## config.mk

```make
export PLATFORM = sky130hd
export DESIGN_NAME = accum_core
export DESIGN_NICKNAME = d
export VERILOG_FILES = /design/src/rtl/accum_core_pkg.sv /design/src/rtl/accum_core_alu.sv /design/src/rtl/accum_core_ctrl.sv /design/src/rtl/accum_core_dp.sv /design/src/rtl/accum_core.sv
export SDC_FILE = /design/constraint.sdc
export NUM_CORES = 1
export LEC_CHECK = 0
export BUFFER_PORTS_ARGS = -buffer_cell sky130_fd_sc_hd__buf_2
export CORE_ASPECT_RATIO = 0.7
export CORE_MARGIN = 10
export CORE_UTILIZATION = 40
export CTS_CLUSTER_SIZE = 40
export DETAILED_ROUTE_END_ITERATION = 12
export SLEW_MARGIN = 40
export SYNTH_ARGS = -nofsm -noshare
export SYNTH_HDL_FRONTEND = slang
export SYNTH_SLANG_ARGS = --single-unit
```

## constraint.sdc

```tcl
create_clock -name clk -period 6.2 [get_ports clk]
set_input_delay 0 -clock clk [delete_from_list [all_inputs] [get_ports clk]]
set_output_delay 0 -clock clk [all_outputs]
set_load 0.01 [all_outputs]
```

## src/rtl/accum_core_pkg.sv

```systemverilog
package accum_core_pkg;

    localparam int OP_W = 4;

    typedef enum logic [1:0] {
        ST_FETCH = 2'd0,
        ST_EXEC  = 2'd1,
        ST_HALT  = 2'd2
    } cpu_state_e;

    typedef enum logic [1:0] {
        FN_PASS_B = 2'd0,
        FN_ADD    = 2'd1,
        FN_SUB    = 2'd2,
        FN_INC_A  = 2'd3
    } alu_fn_e;

    localparam logic [OP_W-1:0] OPC_LOAD  = 4'd0;
    localparam logic [OP_W-1:0] OPC_STORE = 4'd1;
    localparam logic [OP_W-1:0] OPC_ADD   = 4'd2;
    localparam logic [OP_W-1:0] OPC_SUB   = 4'd3;
    localparam logic [OP_W-1:0] OPC_JUMP  = 4'd4;
    localparam logic [OP_W-1:0] OPC_JPOS  = 4'd5;
    localparam logic [OP_W-1:0] OPC_JNZ   = 4'd6;
    localparam logic [OP_W-1:0] OPC_HALT  = 4'd7;

endpackage

```

## src/rtl/accum_core_alu.sv

```systemverilog
module accum_core_alu
    import accum_core_pkg::*;
#(
    parameter int W = 16
) (
    input  alu_fn_e        fn,
    input  logic [W-1:0]   a,
    input  logic [W-1:0]   b,
    output logic [W-1:0]   y
);

    localparam logic [W-1:0] ONE = {{(W-1){1'b0}}, 1'b1};

    always_comb begin
        unique case (fn)
            FN_PASS_B: y = b;
            FN_ADD:    y = a + b;
            FN_SUB:    y = a - b;
            FN_INC_A:  y = a + ONE;
            default:   y = b;
        endcase
    end

endmodule

```

## src/rtl/accum_core_ctrl.sv

```systemverilog
module accum_core_ctrl
    import accum_core_pkg::*;
(
    input  logic            clk,
    input  logic            rst_n,
    input  logic [OP_W-1:0] ir_op,
    input  logic            acc_zero,
    input  logic            acc_neg,
    output cpu_state_e      state,
    output logic            ir_ld,
    output logic            pc_ld,
    output logic            acc_ld,
    output logic            addr_sel_ir,
    output logic            a_sel_pc,
    output logic            b_sel_ir,
    output alu_fn_e         alu_fn,
    output logic            req,
    output logic            rd_nwr,
    output logic            wr_oe
);

    cpu_state_e state_q, state_d;

    // state register
    always_ff @(posedge clk or negedge rst_n) begin
        if (!rst_n) state_q <= ST_FETCH;
        else        state_q <= state_d;
    end

    assign state = state_q;

    // next state and control outputs
    always_comb begin
        state_d     = state_q;
        ir_ld       = 1'b0;
        pc_ld       = 1'b0;
        acc_ld      = 1'b0;
        addr_sel_ir = 1'b0;
        a_sel_pc    = 1'b0;
        b_sel_ir    = 1'b0;
        alu_fn      = FN_PASS_B;
        req         = 1'b0;
        rd_nwr      = 1'b1;
        wr_oe       = 1'b0;
        unique case (state_q)
            ST_FETCH: begin
                req      = 1'b1;
                ir_ld    = 1'b1;
                pc_ld    = 1'b1;
                a_sel_pc = 1'b1;
                alu_fn   = FN_INC_A;
                state_d  = ST_EXEC;
            end
            ST_EXEC: begin
                addr_sel_ir = 1'b1;
                state_d     = ST_FETCH;
                case (ir_op)
                    OPC_LOAD: begin
                        req    = 1'b1;
                        acc_ld = 1'b1;
                        alu_fn = FN_PASS_B;
                    end
                    OPC_STORE: begin
                        req    = 1'b1;
                        rd_nwr = 1'b0;
                        wr_oe  = 1'b1;
                    end
                    OPC_ADD: begin
                        req    = 1'b1;
                        acc_ld = 1'b1;
                        alu_fn = FN_ADD;
                    end
                    OPC_SUB: begin
                        req    = 1'b1;
                        acc_ld = 1'b1;
                        alu_fn = FN_SUB;
                    end
                    OPC_JUMP: begin
                        pc_ld    = 1'b1;
                        b_sel_ir = 1'b1;
                    end
                    OPC_JPOS: begin
                        pc_ld    = !acc_neg;
                        b_sel_ir = 1'b1;
                    end
                    OPC_JNZ: begin
                        pc_ld    = !acc_zero;
                        b_sel_ir = 1'b1;
                    end
                    OPC_HALT: state_d = ST_HALT;
                    default: ;
                endcase
            end
            ST_HALT: state_d = ST_HALT;
            default: state_d = ST_FETCH;
        endcase
    end

    // a fetch is always followed by an execute cycle
    a_r3_fetch_then_exec: assert property (@(posedge clk) disable iff (!rst_n)
        (state_q == ST_FETCH) |=> (state_q == ST_EXEC));

    // once halted, the machine stays halted
    a_r9_halt_sticky: assert property (@(posedge clk) disable iff (!rst_n)
        (state_q == ST_HALT) |=> (state_q == ST_HALT));

endmodule

```

## src/rtl/accum_core_dp.sv

```systemverilog
module accum_core_dp
    import accum_core_pkg::*;
#(
    parameter int DATA_W = 16,
    parameter int ADDR_W = 12
) (
    input  logic              clk,
    input  logic              rst_n,
    input  logic              ir_ld,
    input  logic              pc_ld,
    input  logic              acc_ld,
    input  logic              addr_sel_ir,
    input  logic              a_sel_pc,
    input  logic              b_sel_ir,
    input  alu_fn_e           alu_fn,
    input  logic [DATA_W-1:0] rdata,
    output logic [ADDR_W-1:0] addr,
    output logic [DATA_W-1:0] acc,
    output logic [ADDR_W-1:0] pc,
    output logic [OP_W-1:0]   ir_op,
    output logic              acc_zero,
    output logic              acc_neg
);

    localparam int PAD_W = DATA_W - ADDR_W;

    logic [DATA_W-1:0] ir_q, acc_q, alu_a, alu_b, alu_y;
    logic [ADDR_W-1:0] pc_q, ir_addr;

    assign ir_addr = ir_q[ADDR_W-1:0];
    assign ir_op   = ir_q[DATA_W-1 -: OP_W];

    // address selector: program counter or operand field
    assign addr  = addr_sel_ir ? ir_addr : pc_q;
    // operand A selector: accumulator or program counter
    assign alu_a = a_sel_pc ? {{PAD_W{1'b0}}, pc_q} : acc_q;
    // operand B: memory data, or the operand field for jumps
    assign alu_b = b_sel_ir ? {{PAD_W{1'b0}}, ir_addr} : rdata;

    accum_core_alu #(.W(DATA_W)) u_alu (
        .fn (alu_fn),
        .a  (alu_a),
        .b  (alu_b),
        .y  (alu_y)
    );

    always_ff @(posedge clk or negedge rst_n) begin
        if (!rst_n) begin
            pc_q  <= '0;
            acc_q <= '0;
            ir_q  <= '0;
        end else begin
            if (ir_ld)  ir_q  <= rdata;
            if (pc_ld)  pc_q  <= alu_y[ADDR_W-1:0];
            if (acc_ld) acc_q <= alu_y;
        end
    end

    assign acc      = acc_q;
    assign pc       = pc_q;
    assign acc_zero = (acc_q == '0);
    assign acc_neg  = acc_q[DATA_W-1];

    // a loaded accumulator takes the value computed from memory data
    a_r2_acc_from_alu: assert property (@(posedge clk) disable iff (!rst_n)
        (acc_ld && !a_sel_pc && !b_sel_ir) |=> (acc_q == $past(alu_y)));

endmodule

```

## src/rtl/accum_core.sv

```systemverilog
module accum_core
    import accum_core_pkg::*;
#(
    parameter int DATA_W = 16,
    parameter int ADDR_W = DATA_W - OP_W
) (
    input  logic              clk,
    input  logic              rst_n,
    output logic [ADDR_W-1:0] mem_addr,
    input  logic [DATA_W-1:0] mem_rdata,
    output logic [DATA_W-1:0] mem_wdata,
    output logic              mem_wdata_oe,
    output logic              mem_req,
    output logic              mem_rd_nwr,
    output logic              halted
);

    cpu_state_e        state;
    alu_fn_e           alu_fn;
    logic              ir_ld, pc_ld, acc_ld;
    logic              addr_sel_ir, a_sel_pc, b_sel_ir;
    logic              acc_zero, acc_neg;
    logic [OP_W-1:0]   ir_op;
    logic [ADDR_W-1:0] pc;
    logic [DATA_W-1:0] acc;

    accum_core_ctrl u_ctrl (
        .clk         (clk),
        .rst_n       (rst_n),
        .ir_op       (ir_op),
        .acc_zero    (acc_zero),
        .acc_neg     (acc_neg),
        .state       (state),
        .ir_ld       (ir_ld),
        .pc_ld       (pc_ld),
        .acc_ld      (acc_ld),
        .addr_sel_ir (addr_sel_ir),
        .a_sel_pc    (a_sel_pc),
        .b_sel_ir    (b_sel_ir),
        .alu_fn      (alu_fn),
        .req         (mem_req),
        .rd_nwr      (mem_rd_nwr),
        .wr_oe       (mem_wdata_oe)
    );

    accum_core_dp #(.DATA_W(DATA_W), .ADDR_W(ADDR_W)) u_dp (
        .clk         (clk),
        .rst_n       (rst_n),
        .ir_ld       (ir_ld),
        .pc_ld       (pc_ld),
        .acc_ld      (acc_ld),
        .addr_sel_ir (addr_sel_ir),
        .a_sel_pc    (a_sel_pc),
        .b_sel_ir    (b_sel_ir),
        .alu_fn      (alu_fn),
        .rdata       (mem_rdata),
        .addr        (mem_addr),
        .acc         (acc),
        .pc          (pc),
        .ir_op       (ir_op),
        .acc_zero    (acc_zero),
        .acc_neg     (acc_neg)
    );

    assign mem_wdata = acc;
    assign halted    = (state == ST_HALT);

    // the data drive-enable only accompanies a write request
    a_r5_oe_only_write: assert property (@(posedge clk) disable iff (!rst_n)
        mem_wdata_oe |-> (mem_req && !mem_rd_nwr));

    // no memory traffic while halted
    a_r9_halt_quiet: assert property (@(posedge clk) disable iff (!rst_n)
        halted |-> !mem_req);

    // a fetch advances the program counter by one
    a_r3_pc_step: assert property (@(posedge clk) disable iff (!rst_n)
        (state == ST_FETCH) |=> (pc == $past(pc) + 1'b1));

    // undefined codes leave the accumulator alone
    a_r10_acc_hold: assert property (@(posedge clk) disable iff (!rst_n)
        (state == ST_EXEC && ir_op[OP_W-1]) |=> $stable(acc));

endmodule

```

==> results.py, run 1 <==
metrics = {
    "detailed_routing": {
        "dr.first_iter.drc_count": 337,
        "post_drt_via_cell_ratio": 5.70,
        "firstDrtPassIters": 5,
        "drt_drc_violations_left": 0,
        "detail_route.wl_per_cell_um": 18.9,
        "finalWirelength_um": 10800,
        "num_vias": 3247,
        "route.antenna.remaining_nets": 0,
    },
    "synthesis": {
        "postSynthRegisterBits": 46,
        "yosysUniqueCellTypes": 57,
        "synth-edff-count": 0,
        "synth.avg_cell_area_um2": 9.33,
        "yosysTopAreaCellShare_pct": 31.5,
        "post-synth-top-area-cell": "sky130_fd_sc_hd__dfrtp_1",
        "synth_seq_area_share_pct": 31.5,
        "yosys-top-cells-area": "sky130_fd_sc_hd__dfrtp_1 32%, sky130_fd_sc_hd__mux2_2 17%, sky130_fd_sc_hd__ha_1 5.5%",
        "cells_after_synthesis": 391,
        "combinational_family_with_the_most_area_after_synthesis": "multiplexers",
        "synth_simple_gate_area_share_pct": 16.2,
        "cell_area_after_technology_mapping_um2": 3650,
        "asyncSetResetFlopFracSynth_pct": 100,
        "synth_compound_area_share_pct": 15.6,
        "ys_dominant_reg_cell": "sky130_fd_sc_hd__dfrtp_1",
        "synthesized_nets": 426,
        "yosys.area_share.adder_pct": 6.03,
        "synth_warnings": 0,
        "post_synth_xor_area_fraction_pct": 5.76,
        "synth.area.mux_share_pct": 21.8,
    },
    "timing": {
        "min_tclk_post_route_ns": 4.99,
        "post_route_setup_slack_ns": 1.21,
        "final-hold-violation-count": 0,
        "worstMarginPinSlew_ns": 0.751,
        "timing.max_slew.rel_slack_pct": 49.9,
        "fin_setup_tns_ns": 0,
        "max_freq_mhz": 200,
        "rsz_0062_raised_after_global_routing": "false",
        "max_slew_violation_count": 0,
        "clk_skew_ns": 0.00617,
        "final_critical_path_share_of_the_clock_period_pct": 80.5,
        "setup_viol_count_final": 0,
    },
    "clock_tree": {
        "worst_setup_hold_path_clk_slew_ns": 0.07,
        "h-tree-depth": 2,
        "cts_buf_count": 5,
        "cts_tree": "done",
        "post_cts_resize_count": 0,
        "clock_insertion_delay_worst_skew_ns": 0.29,
        "max-clock-path-buffers": 2,
        "cts_setup_buffers": 0,
        "cts.hold.buffers_added": 12,
        "clockRootBuffer": "sky130_fd_sc_hd__clkbuf_16",
        "cts_sinks": 46,
    },
    "floorplanning": {
        "floorplan.die.width_um": 134,
        "floorplan.rows": 29,
        "start_util_pct": 40.7,
        "core_um2": 8960,
        "pin_count": 50,
        "design.die.area_um2": 13400,
        "die_height_um": 99.9,
    },
    "setup_path": {
        "arrival_ns": 5.16,
        "crit_path_start_kind": "flop",
        "critical_path_required_ns": 6.37,
        "criticalPathCategory": "flop to flop",
        "r2r_cells": 14,
        "slowest_stage": "sky130_fd_sc_hd__dfrtp_1",
        "cpLargestDelayFamily": "simple AND/OR/NAND/NOR gates",
        "critical_path_peak_fanout": 17,
        "critical_path_depth": 14,
        "critPathCaptureType": "flop",
        "cpPeakStageDelay_ns": 0.60,
        "critical_path_buf_inv_count": 0,
        "cp_cell_sequence": "and4bb_1, nand2_1, mux2i_1, ha_1, a41oi_2, xnor2_1, nor2_1, ha_1, a2111oi_0, nor3_1, nor3_1, o31ai_1, xor2_1, a221o_1",
    },
    "final_layout": {
        "antenna-diode-count": 0,
        "mostFrequentLayoutCells": "55 x sky130_fd_sc_hd__mux2_2, 48 x sky130_fd_sc_hd__buf_2, 46 x sky130_fd_sc_hd__dfrtp_1",
        "final_common_cell": "sky130_fd_sc_hd__mux2_2",
        "flow.area_growth_from_synthesis_pct": 17.9,
        "num-nets-final": 480,
        "final_layout_size_suffix_gt1_share_pct": 28.0,
    },
    "global_route": {
        "grt_pass1_vias": 3246,
        "grtUsageTotal_pct": 16.1,
        "grt_antenna_before_repair": 0,
        "grt_overflow": 0,
        "grt_start_max_net_pins": 47,
        "first_pass_grt_wire_length_um": 17600,
    },
    "place": {
        "pre_cts_ws_ns": 1.32,
        "routabilityCongestion": 0.893,
        "port_buffers": 49,
        "post-dp-hpwl_um": 8270,
    },
    "run": {
        "cap_viol_max_count": 0,
    },
    "worst_hold_path": {
        "worst_hold_path.num_cells": 2,
        "min-delay-path-class": "input pin to flop",
    },
    "status": {
        "run_status": "finished, final reports clean",
    },
}
cells by family (layout without fill, tap and decap cells):
kind of cell | after synthesis | in the layout
buf+inv | 28 | 83
simple gates | 116 | 116
compound gates | 88 | 88
xor+xnor | 24 | 24
fa+ha+maj | 17 | 17
flops | 46 | 46
mux | 72 | 72
layer usage:
layer  GRT usage [%]  vias up  wire, µm
met5               0        -         0
met4            2.92        0        83
met3            3.94       13       593
met2            24.3      102      4620
met1            23.0     1583      5510
li1                -     1549         -
registers in the layout, summed over array words and instances, names as in the netlist:
name          cells
u_dp.ir_q        16
u_ctrl.state      2
u_dp.pc          12
u_dp.acc         16
worst paths after layout:
path                                  from       endpoint  slack (ns)
min in group asynchronous            rst_n  u_dp.ir_q[12]        0.26
hold / removal                mem_rdata[9]   u_dp.ir_q[9]        0.02
max in group asynchronous            rst_n    u_dp.acc[8]        5.55
setup reg to reg           u_ctrl.state[0]   u_dp.acc[15]        1.21
hold reg to reg                 u_dp.pc[0]     u_dp.pc[0]        0.53
setup / recovery           u_ctrl.state[0]   u_dp.acc[15]        1.21
Yosys cell counts (all sizes together) (2+ instances only):
cell type / number
inv: 10
o211a: 3
nand2: 28
nand4: 2
nor2: 38
o21ai: 24
a221o: 3
clkbuf: 11
xnor2: 13
or4: 3
o211ai: 2
a2111oi: 2
and2: 2
nor2b: 6
o21bai: 2
o22ai: 2
dfrtp: 46
nor4: 9
nor3: 12
mux2i: 16
ha: 16
a21oi: 25
o21a: 2
mux2: 56
a211oi: 4
buf: 7
xor2: 11
a21o: 7
or3: 3
a41oi: 2
a31oi: 3
nand3: 6
metrics by stage:
step           std cells  hold slack (ns)  util, %  instance area, µm²
2_1_floorplan        391           -0.296        -                3650
3_3_place_gp         550            0.232     44.8                4010
3_5_place_dp         550           0.0522     44.8                4020
4_1_cts              570          0.00815     48.0                4300
5_1_grt              570           0.0169     48.0                4300
6_report             570           0.0186     48.0                4300
worst register-to-register path, cell delays in order (launching register included):
cell	delay (ns)
sky130_fd_sc_hd__dfrtp_1	0.60
sky130_fd_sc_hd__and4bb_1	0.35
sky130_fd_sc_hd__nand2_1	0.47
sky130_fd_sc_hd__mux2i_1	0.47
sky130_fd_sc_hd__ha_1	0.29
sky130_fd_sc_hd__a41oi_2	0.23
sky130_fd_sc_hd__xnor2_1	0.20
sky130_fd_sc_hd__nor2_1	0.06
sky130_fd_sc_hd__ha_1	0.38
sky130_fd_sc_hd__a2111oi_0	0.60
sky130_fd_sc_hd__nor3_1	0.13
sky130_fd_sc_hd__nor3_1	0.47
sky130_fd_sc_hd__o31ai_1	0.14
sky130_fd_sc_hd__xor2_1	0.15
sky130_fd_sc_hd__a221o_1	0.32
area by class of cell:
cell class / instances / area, µm²
fill: 868 / 4660
timing repair buffer: 65 / 398
clock inverter: 3 / 40.0
inverter: 10 / 37.5
clock buffer: 5 / 125
tap: 124 / 155
sequential: 46 / 1150
multi-input combinational: 317 / 2390
Power of run 1 is left out: the tool's default activity adds up to more than one toggle a clock period on the data nets, which glitch-free logic cannot reach.
==> inputs of run 2 (changes only) <==
Clock period 6.2 ns to 4.5 ns, I/O delays scaled along.
==> results.py, run 2 (same netlist as run 1, synthesis figures left out) <==
metrics = {
    "status": {
        "run_status": "finished, final reports clean",
    },
    "setup_path": {
        "arrival_ns": 4.40,
        "critical_path_peak_fanout": 8,
        "slowest_stage": "sky130_fd_sc_hd__fa_1",
        "cpLargestDelayFamily": "compound AO/OA/AOI/OAI gates",
        "cpPeakStageDelay_ns": 0.51,
        "criticalPathCategory": "flop to flop",
        "cp_cell_sequence": "and4bb_2, nand2_1, mux2i_2, ha_1, nand3_1, o21ai_0, nand2_1, o21ai_0, fa_1, a21o_1, a21oi_2, o21ai_0, a21oi_1, o21ai_0, xor2_1, a221o_1",
        "critical-path-top-cell-by-count": "sky130_fd_sc_hd__o21ai_0",
        "critical_path_buf_inv_count": 0,
        "critPathCaptureType": "flop",
        "critical_path_required_ns": 4.68,
        "crit_path_start_kind": "flop",
    },
    "detailed_routing": {
        "topRoutingLayerUsed": "met4",
        "dr.first_iter.drc_count": 313,
        "firstDrtPassIters": 4,
        "num_vias": 3209,
        "detail_route.wl_per_cell_um": 18.6,
        "post_drt_via_cell_ratio": 5.59,
        "finalWirelength_um": 10700,
        "wl_met2_um": 4490,
        "met3RoutedLength_um": 596,
        "route.antenna.remaining_nets": 0,
        "m1WireLength_um": 5510,
        "drt_drc_violations_left": 0,
    },
    "clock_tree": {
        "clockRootBuffer": "sky130_fd_sc_hd__clkbuf_16",
        "cts_buf_count": 5,
        "cts_tree": "done",
        "clock_insertion_delay_worst_skew_ns": 0.30,
        "max-clock-path-buffers": 2,
        "worst_setup_hold_path_clk_slew_ns": 0.07,
        "cts_sinks": 46,
        "h-tree-depth": 2,
    },
    "final_layout": {
        "final_layout_size_suffix_gt1_share_pct": 30.2,
        "antenna-diode-count": 0,
        "post-route-cell-area_um2": 4360,
        "final_common_cell": "sky130_fd_sc_hd__mux2_2",
        "mostFrequentLayoutCells": "55 x sky130_fd_sc_hd__mux2_2, 48 x sky130_fd_sc_hd__buf_2, 46 x sky130_fd_sc_hd__dfrtp_1",
        "num-nets-final": 484,
        "flow.area_growth_from_synthesis_pct": 19.4,
    },
    "global_route": {
        "grt_start_max_net_pins": 47,
        "grt_antenna_before_repair": 0,
        "grtUsageTotal_pct": 16.2,
        "first_pass_grt_wire_length_um": 17800,
        "grt_overflow": 0,
        "grt_pass1_vias": 3277,
    },
    "worst_hold_path": {
        "min-delay-path-class": "input pin to flop",
    },
    "timing": {
        "setup_viol_count_final": 0,
        "final-hold-violation-count": 0,
        "post_route_setup_slack_ns": 0.282,
        "holdWs_ns": 0.00830,
        "worstMarginPinSlew_ns": 0.756,
        "clk_skew_ns": 0.00620,
        "timing.max_slew.rel_slack_pct": 49.4,
        "fin_setup_tns_ns": 0,
        "max_slew_violation_count": 0,
        "final_critical_path_share_of_the_clock_period_pct": 93.7,
        "min_tclk_post_route_ns": 4.22,
        "max_freq_mhz": 237,
    },
    "floorplanning": {
        "floorplan.rows": 29,
        "start_util_pct": 40.7,
        "design.die.area_um2": 13400,
        "floorplan.die.width_um": 134,
        "core_um2": 8960,
        "pin_count": 50,
        "die_height_um": 99.9,
    },
    "place": {
        "placed_area_um2": 4070,
        "post-dp-hpwl_um": 8130,
        "routabilityCongestion": 0.953,
        "port_buffers": 49,
        "pre_cts_ws_ns": 0.00685,
    },
    "run": {
        "cap_viol_max_count": 0,
    },
}
[run 2: cell count changes in the layout (fill, tap and decap cells not counted), moves of 2 or more]
cell,change
sky130_fd_sc_hd__buf_4,+4
sky130_fd_sc_hd__a21oi_2,+2
sky130_fd_sc_hd__a2111oi_0,-2
sky130_fd_sc_hd__a21oi_1,-2
[run 2: cell type report]
cell class	count	area [µm²]
multi-input combinational	317	2430
inverter	10	37.5
clock buffer	6	129
timing repair buffer	69	438
tap	124	155
sequential	46	1150
fill	872	4610
clock inverter	2	13.8
[run 2: stage by stage]
| stage | utilization, % | instances |
|---|---|---|
| CTS | 48.2 | 574 |
| global placement | 45.3 | 555 |
| global route | 48.6 | 574 |
| floorplan | - | 391 |
| detailed placement | 45.4 | 555 |
| finish | 48.6 | 574 |
[run 2: repair_timing]
action                                 CTS  global route
setup buffers                            0             0
resized for setup                        1             8
hold buffers                            11             0
endpoints found under the hold margin   56             0
setup endpoints to repair                2             5
pin swaps                                0             1
[run 2: worst paths after layout]
check | cells past startpoint | start | slack [ns] | end
setup / recovery | 16 | u_ctrl.state[1] | 0.28 | u_dp.acc[12]
min in group asynchronous | 2 | rst_n | 0.27 | u_dp.ir_q[10]
setup reg to reg | 16 | u_ctrl.state[1] | 0.28 | u_dp.acc[12]
hold reg to reg | 1 | u_dp.pc[1] | 0.53 | u_dp.pc[1]
max in group asynchronous | 2 | rst_n | 3.83 | u_dp.ir_q[5]
hold / removal | 2 | mem_rdata[6] | 0.008 | u_dp.ir_q[6]
[run 2: metal layers]
layer / vias up / track usage [%]
met2: 86 / 24.3
met1: 1550 / 23.4
met4: 0 / 2.59
li1: 1564 / -
met5: - / 0
met3: 9 / 3.84
Power of run 2 is left out for the same reason.
